$ cat src/rtl/prom_rd_pkg.sv
package prom_rd_pkg;
  localparam int DEF_CPU_AW = 24;
  localparam int DEF_PGM_AW = 17;
  localparam int DEF_OFS_W  = 16;
  localparam int DEF_DW     = 8;

  typedef enum logic [1:0] {
    ST_BOOT = 2'd0,
    ST_IDLE = 2'd1,
    ST_WAIT = 2'd2
  } rd_state_e;
endpackage

$ cat src/rtl/prom_win_decode.sv
module prom_win_decode #(
  parameter int CPU_AW = prom_rd_pkg::DEF_CPU_AW,
  parameter int PGM_AW = prom_rd_pkg::DEF_PGM_AW,
  parameter int OFS_W  = prom_rd_pkg::DEF_OFS_W,
  parameter logic [CPU_AW-1:0] CPU_BASE = CPU_AW'(32'h008000)
) (
  input  logic              pgm_mode,
  input  logic [CPU_AW-1:0] cpu_addr,
  input  logic [PGM_AW-1:0] pgm_addr,
  output logic              dec_hit,
  output logic [OFS_W-1:0]  dec_ofs
);
  localparam logic [CPU_AW:0] WIN_LO = {1'b0, CPU_BASE};
  localparam logic [CPU_AW:0] WIN_HI = WIN_LO + ((CPU_AW+1)'(1) << OFS_W);

  function automatic logic cpu_in_win(input logic [CPU_AW-1:0] a);
    logic [CPU_AW:0] wa;
    wa = {1'b0, a};
    return (wa >= WIN_LO) && (wa < WIN_HI);
  endfunction

  function automatic logic [OFS_W-1:0] cpu_to_ofs(input logic [CPU_AW-1:0] a);
    logic [CPU_AW-1:0] d;
    d = a - CPU_BASE;
    return d[OFS_W-1:0];
  endfunction

  function automatic logic pgm_in_win(input logic [PGM_AW-1:0] a);
    return a[PGM_AW-1:OFS_W] == '0;
  endfunction

  always_comb begin
    if (pgm_mode) begin
      dec_hit = pgm_in_win(pgm_addr);
      dec_ofs = pgm_addr[OFS_W-1:0];
    end else begin
      dec_hit = cpu_in_win(cpu_addr);
      dec_ofs = cpu_to_ofs(cpu_addr);
    end
  end
endmodule

$ cat src/rtl/prom_sec_reg.sv
module prom_sec_reg (
  input  logic clk,
  input  logic rst_n,
  input  logic cap_en,
  input  logic cap_bit,
  output logic sec_open
);
  always_ff @(posedge clk) begin
    if (!rst_n)      sec_open <= 1'b0;
    else if (cap_en) sec_open <= cap_bit;
  end


  sec_frozen_chk: assert property (@(posedge clk) disable iff (!rst_n)
    !cap_en |=> $stable(sec_open));
endmodule

$ cat src/rtl/prom_rd_seq.sv
module prom_rd_seq
  import prom_rd_pkg::*;
#(
  parameter int OFS_W    = DEF_OFS_W,
  parameter int DW       = DEF_DW,
  parameter int WAIT_CYC = 2
) (
  input  logic             clk,
  input  logic             rst_n,
  input  logic             rd_req,
  input  logic             pgm_mode,
  input  logic             dec_hit,
  input  logic [OFS_W-1:0] dec_ofs,
  input  logic             sec_open,
  input  logic [DW-1:0]    arr_rdata,
  output logic             req_ok,
  output logic             boot_cap,
  output logic [OFS_W-1:0] arr_addr,
  output logic [DW-1:0]    rd_data,
  output logic             rd_hit,
  output logic             rd_ready
);
  localparam int CW = (WAIT_CYC < 2) ? 1 : $clog2(WAIT_CYC);
  localparam logic [CW-1:0] LAST = CW'(WAIT_CYC - 1);

  rd_state_e        state;
  logic [CW-1:0]    cnt;
  logic [OFS_W-1:0] ofs_q;
  logic             hit_q, pgm_q;
  logic             take, last_cyc, blank;

  assign req_ok   = (state == ST_IDLE);
  assign take     = req_ok && rd_req;
  assign last_cyc = (cnt == LAST);
  assign boot_cap = (state == ST_BOOT) && last_cyc;
  assign blank    = !hit_q || (pgm_q && !sec_open);
  assign arr_addr = (state == ST_BOOT) ? '0 : ofs_q;

  always_ff @(posedge clk) begin
    if (!rst_n) begin
      state    <= ST_BOOT;
      cnt      <= '0;
      ofs_q    <= '0;
      hit_q    <= 1'b0;
      pgm_q    <= 1'b0;
      rd_data  <= '1;
      rd_hit   <= 1'b0;
      rd_ready <= 1'b0;
    end else begin
      rd_ready <= 1'b0;
      unique case (state)
        ST_BOOT: begin
          cnt <= last_cyc ? '0 : cnt + 1'b1;
          if (last_cyc) state <= ST_IDLE;
        end
        ST_IDLE: begin
          cnt <= '0;
          if (take) begin
            ofs_q <= dec_ofs;
            hit_q <= dec_hit;
            pgm_q <= pgm_mode;
            state <= ST_WAIT;
          end
        end
        ST_WAIT: begin
          cnt <= last_cyc ? '0 : cnt + 1'b1;
          if (last_cyc) begin
            rd_data  <= blank ? '1 : arr_rdata;
            rd_hit   <= hit_q;
            rd_ready <= 1'b1;
            state    <= ST_IDLE;
          end
        end
        default: state <= ST_IDLE;
      endcase
    end
  end


  boot_addr_zero_chk: assert property (@(posedge clk) disable iff (!rst_n)
    (state == ST_BOOT) |-> (arr_addr == '0) && !req_ok);

  ready_single_chk: assert property (@(posedge clk) disable iff (!rst_n)
    rd_ready |=> !rd_ready);

  ready_after_busy_chk: assert property (@(posedge clk) disable iff (!rst_n)
    rd_ready |-> !$past(req_ok));

  data_hold_chk: assert property (@(posedge clk) disable iff (!rst_n)
    !rd_ready |-> $stable(rd_data) && $stable(rd_hit));
endmodule

$ cat src/rtl/prom_read_port.sv
module prom_read_port
  import prom_rd_pkg::*;
#(
  parameter int CPU_AW   = DEF_CPU_AW,
  parameter int PGM_AW   = DEF_PGM_AW,
  parameter int OFS_W    = DEF_OFS_W,
  parameter int DW       = DEF_DW,
  parameter int WAIT_CYC = 2,
  parameter logic [CPU_AW-1:0] CPU_BASE = CPU_AW'(32'h008000)
) (
  input  logic              clk,
  input  logic              rst_n,
  input  logic              pgm_mode,
  input  logic              rd_req,
  input  logic [CPU_AW-1:0] cpu_addr,
  input  logic [PGM_AW-1:0] pgm_addr,
  output logic              req_ok,
  output logic [OFS_W-1:0]  arr_addr,
  input  logic [DW-1:0]     arr_rdata,
  output logic [DW-1:0]     rd_data,
  output logic              rd_hit,
  output logic              rd_ready
);
  logic             dec_hit;
  logic [OFS_W-1:0] dec_ofs;
  logic             boot_cap;
  logic             sec_open;
  logic             pgm_q_seen;

  prom_win_decode #(
    .CPU_AW(CPU_AW), .PGM_AW(PGM_AW), .OFS_W(OFS_W), .CPU_BASE(CPU_BASE)
  ) dec_i (
    .pgm_mode(pgm_mode), .cpu_addr(cpu_addr), .pgm_addr(pgm_addr),
    .dec_hit(dec_hit), .dec_ofs(dec_ofs)
  );

  prom_sec_reg sec_i (
    .clk(clk), .rst_n(rst_n), .cap_en(boot_cap),
    .cap_bit(arr_rdata[0]), .sec_open(sec_open)
  );

  prom_rd_seq #(.OFS_W(OFS_W), .DW(DW), .WAIT_CYC(WAIT_CYC)) seq_i (
    .clk(clk), .rst_n(rst_n), .rd_req(rd_req), .pgm_mode(pgm_mode),
    .dec_hit(dec_hit), .dec_ofs(dec_ofs), .sec_open(sec_open),
    .arr_rdata(arr_rdata), .req_ok(req_ok), .boot_cap(boot_cap),
    .arr_addr(arr_addr), .rd_data(rd_data), .rd_hit(rd_hit),
    .rd_ready(rd_ready)
  );

  // mode of the request in flight, tracked here for the protection check
  always_ff @(posedge clk) begin
    if (!rst_n)                 pgm_q_seen <= 1'b0;
    else if (req_ok && rd_req)  pgm_q_seen <= pgm_mode;
  end


  miss_blank_chk: assert property (@(posedge clk) disable iff (!rst_n)
    (rd_ready && !rd_hit) |-> (rd_data == '1));

  locked_blank_chk: assert property (@(posedge clk) disable iff (!rst_n)
    (rd_ready && pgm_q_seen && !sec_open) |-> (rd_data == '1));

  accept_idle_chk: assert property (@(posedge clk) disable iff (!rst_n)
    (req_ok && rd_req) |=> !req_ok);
endmodule

$ cat config.mk
export PLATFORM = sky130hd
export DESIGN_NAME = prom_read_port
export DESIGN_NICKNAME = d
export VERILOG_FILES = /design/src/rtl/prom_rd_pkg.sv /design/src/rtl/prom_win_decode.sv /design/src/rtl/prom_sec_reg.sv /design/src/rtl/prom_rd_seq.sv /design/src/rtl/prom_read_port.sv
export SDC_FILE = /design/constraint.sdc
export NUM_CORES = 1
export LEC_CHECK = 0
export BUFFER_PORTS_ARGS = -buffer_cell sky130_fd_sc_hd__buf_2
export CAP_MARGIN = 20
export CELL_PAD_IN_SITES_DETAIL_PLACEMENT = 0
export CELL_PAD_IN_SITES_GLOBAL_PLACEMENT = 1
export CORE_AREA = 8 8 82 84
export DETAILED_ROUTE_END_ITERATION = 7
export DIE_AREA = 0 0 90 92
export GPL_TIMING_DRIVEN = 0
export HOLD_SLACK_MARGIN = 0.08
export PLACE_DENSITY_LB_ADDON = 0.1
export SLEW_MARGIN = 20
export SYNTH_ARGS = -nofsm -noshare
export SYNTH_HDL_FRONTEND = slang
export SYNTH_SLANG_ARGS = --single-unit
export TNS_END_PERCENT = 20
$ cat constraint.sdc
create_clock -name clk -period 1.13 [get_ports clk]
set_input_delay 0.0565 -clock clk [delete_from_list [all_inputs] [get_ports clk]]
set_output_delay 0.0565 -clock clk [all_outputs]
set_load 0.01 [all_outputs]
==> flow_metrics.env <==
export IMPL_slowest_delay_ns=0.36
export IMPL_reg2reg_to="seq_i.ofs_q[13]"
export IMPL_clkTransAtPathRegs_ns=0.07
export IMPL_wl_met3_um=304
export IMPL_cts_buffers=5
export IMPL_ant_nets=0
export IMPL_met1Wirelength_um=2080
export IMPL_vias=1520
export IMPL_synth_xor_area_share_pct=0.568
export IMPL_power_share_clock_pct=34.5
export IMPL_setup_ws_ns=-0.177
export IMPL_cts_sinks=32
export IMPL_gr_total_overflow=0
export IMPL_synth_compound_area_share_pct=16.2
export IMPL_start_kind="register"
export IMPL_max_freq_mhz=765
export IMPL_cp_top_family="flip-flops"
export IMPL_hold_violations=0
export IMPL_share_comb_of_total_power_pct=18.9
export IMPL_core_um2=5410
export IMPL_grt_pass1_wl_um=7830
export IMPL_routed_top_layer="met4"
export IMPL_p_leak_uw=0.00130
export IMPL_ys_types=26
export IMPL_finalCritPeriodShare_pct=116
export IMPL_powerDensity_nw_per_um2=1100
export IMPL_layout_common_cells="buf_2, dfxtp_1, nand2_1"
export IMPL_finalPower_uw=2640
export IMPL_crit_required_ns=1.07
export IMPL_dp_hpwl_um=3470
export IMPL_drv_cap=0
export IMPL_drive_gt1_share_pct=42.3
export IMPL_crit_path_end_kind="primary output"
export IMPL_status="finished, violations left"
export IMPL_firstDrtPassIters=4
export IMPL_synthAdderAreaFrac_pct=0
export IMPL_area_growth_synth_to_final_pct=55.0
export IMPL_synthSimpleGateAreaFrac_pct=25.8
export IMPL_rr_worst_depth=5
export IMPL_drc_errors=0
export IMPL_synthMuxAreaShare_pct=11.0
export IMPL_crit_chain="nor2_4 -> buf_8 -> and2b_1 -> buf_2"
export IMPL_drv_slew=0
export IMPL_routedWlPerCell_um=14.1
export IMPL_grt_max_degree=11
export IMPL_fin_crit_ns=1.31
export IMPL_initial_utilization_pct=28.5
export IMPL_swShare_pct=25.7
export IMPL_initialDrtViolationCount=27
export IMPL_pwr_share_seq_pct=46.6
export IMPL_cts_tree="built"
export IMPL_viasPerCell=4.51
export IMPL_finalSetupTns_ns=-3.44
export IMPL_io_pins=80
export IMPL_detailedPlace_worstSlack_ns=-0.483
export IMPL_rows=27
export IMPL_arrival_ns=1.25
export IMPL_whs_endpoint="seq_i.hit_q"
export IMPL_final_common_cell="buf_2"
export IMPL_hp_class="primary input to register"
export IMPL_fin_cells=337
export IMPL_final_net_count=317
export IMPL_clockBufferDepth=2
export IMPL_grt_pass1_vias=1670
export IMPL_synth_area_um2=1540
export IMPL_slew_headroom_pct=70.1
export IMPL_worst_path_buf_inv=2
export IMPL_vdd_drop_max_mv=0.491
export IMPL_critPathMaxFanout=10
export IMPL_root_buffer="clkbuf_8"
export IMPL_worst_setup_path_type="register to primary output"
export IMPL_n_antenna_cell=0
export IMPL_cp_slowest_cell="dfxtp_2"
export IMPL_p_switching_uw=679
export IMPL_rrSetupSlack_ns=-0.09
export IMPL_die_h_um=92
export IMPL_setup_viol=40
export IMPL_timing_rr_start="seq_i.state[1]"
export IMPL_synth_seq_area_share_pct=41.5
export IMPL_synth_seq_cells=32
export IMPL_worstMarginPinSlew_ns=0.448
export IMPL_min_path_cells=4
export IMPL_multi_input_area_um2=885
export IMPL_min_from="cpu_addr[16]"
export IMPL_seqCellArea_um2=647
export IMPL_violations="negative setup slack"
export IMPL_syn_area_per_cell_um2=9.64
export IMPL_die_w_um=90
export IMPL_portBuffers=78
export IMPL_htreeDepth=2
export IMPL_synthCells=160
export IMPL_wl_met2_um=2340
export IMPL_synth_top_family_by_area="simple AND/OR/NAND/NOR gates"
export IMPL_synth_warnings=0
export IMPL_rsz0062_at_grt="true"
export IMPL_clock_skew_ns=0.00489
export IMPL_synthesis_nets=213
export IMPL_dp_cells=310
export IMPL_internal_power_uw=1960
export IMPL_routed_wl_um=4750
export IMPL_gp_congestion=0.685
export IMPL_grt_usage_pct=11.4
export IMPL_clk_latency_ns=0.28
export IMPL_die_area_um2=8280
export IMPL_final_fill_count=566
export IMPL_antenna_found_initial=0
==> cells in the mapped netlist <==
| cell type | instances | share of area (%) |
|---|---|---|
| nor3b_2 | 1 | 0.81 |
| nand3b_1 | 1 | 0.49 |
| nor2_1 | 10 | 2.4 |
| and3_1 | 2 | 0.81 |
| and2_1 | 1 | 0.41 |
| dfxtp_1 | 32 | 42 |
| clkbuf_1 | 4 | 0.97 |
| mux2i_1 | 17 | 11 |
| buf_6 | 3 | 2.2 |
| nor4b_1 | 8 | 4.5 |
| xor2_1 | 1 | 0.57 |
| o211a_1 | 16 | 10 |
| buf_4 | 1 | 0.49 |
| a21oi_1 | 1 | 0.32 |
| buf_2 | 3 | 0.97 |
| buf_1 | 1 | 0.24 |
| nand4_1 | 1 | 0.41 |
| nand2_1 | 18 | 4.4 |
| and3b_1 | 2 | 1.1 |
| nor2b_1 | 8 | 3.2 |
| o21a_1 | 2 | 0.97 |
| o211ai_1 | 1 | 0.49 |
| a21boi_0 | 3 | 1.5 |
| and2b_1 | 13 | 6.3 |
| o21ai_0 | 8 | 2.6 |
| nor4_1 | 2 | 0.81 |
==> metrics by stage <==
stage | utilization (%) | hold slack (ns) | area [um^2]
floorplan | - | 0.210 | 1540
global placement | 37.5 | 0.330 | 2020
detailed placement | 37.5 | 0.333 | 2020
CTS | 43.9 | 0.110 | 2370
global route | 44.2 | 0.123 | 2390
finish | 44.2 | 0.112 | 2390
==> what timing repair did <==
action	4_1_cts	5_1_grt
gates resized for setup	17	10
pin swaps	1	1
setup endpoints to repair	44	46
endpoints found under the hold margin	10	0
hold buffers	16	0
buffers inserted	3	0
==> area by class of cell <==
cell class,instances,area share [%]
flip-flops and latches,32,27.1
clock buffers,6,3.45
clock inverters,2,0.419
well taps,72,3.77
plain buffers,12,4.03
multi-input cells,116,37.0
repair buffers,97,24.3
==> tightest hold or removal path, stage by stage <==
cell      delay, ns
buf_2          0.08
xor2_1         0.06
nand4_1        0.09
a21boi_1       0.05
==> state kept, by name (all words and copies together), names as in the netlist <==
signal	flops
seq_i.ofs_q	16
seq_i.rd_data	8
seq_i.state	2
sec_i.sec_open	1
seq_i.cnt	1
seq_i.hit_q	1
seq_i.pgm_q	1
seq_i.rd_hit	1
seq_i.rd_ready	1
==> cells by family after synthesis <==
family	count (synthesis)
xor gates and xnor gates	1
buffers and inverters	12
muxes	17
AOI/OAI and AO/OA	31
and+or+nand+nor	67
DFF	32
==> worst max-delay path by stage <==
stage / to / start / slack, ns / depth (start not counted)
after floorplan: arr_addr[10] / seq_i.state[1] / 0.01 / 3
after global placement: arr_addr[7] / seq_i.state[1] / -0.55 / 4
after detailed placement: arr_addr[8] / seq_i.state[1] / -0.48 / 4
after CTS: arr_addr[8] / seq_i.state[0] / -0.21 / 4
after global routing: arr_addr[8] / seq_i.state[0] / -0.25 / 4
final: arr_addr[7] / seq_i.state[0] / -0.18 / 4
==> power groups by stage <==
stage	clock, uW	sequential, uW	combinational [uW]
3_5_place_dp	0	1250	417
2_1_floorplan	0	1240	248
5_1_grt	1010	1240	547
6_report	911	1230	498
4_1_cts	956	1230	496
3_3_place_gp	0	1250	418
==> routing by layer <==
metal	vias to the layer above	global-route usage (%)
li1	771	-
met1	699	12.5
met2	46	20.1
met3	4	3.99
met4	0	3.74
met5	-	0
No activity file was read; power rests on OpenSTA's default activity.
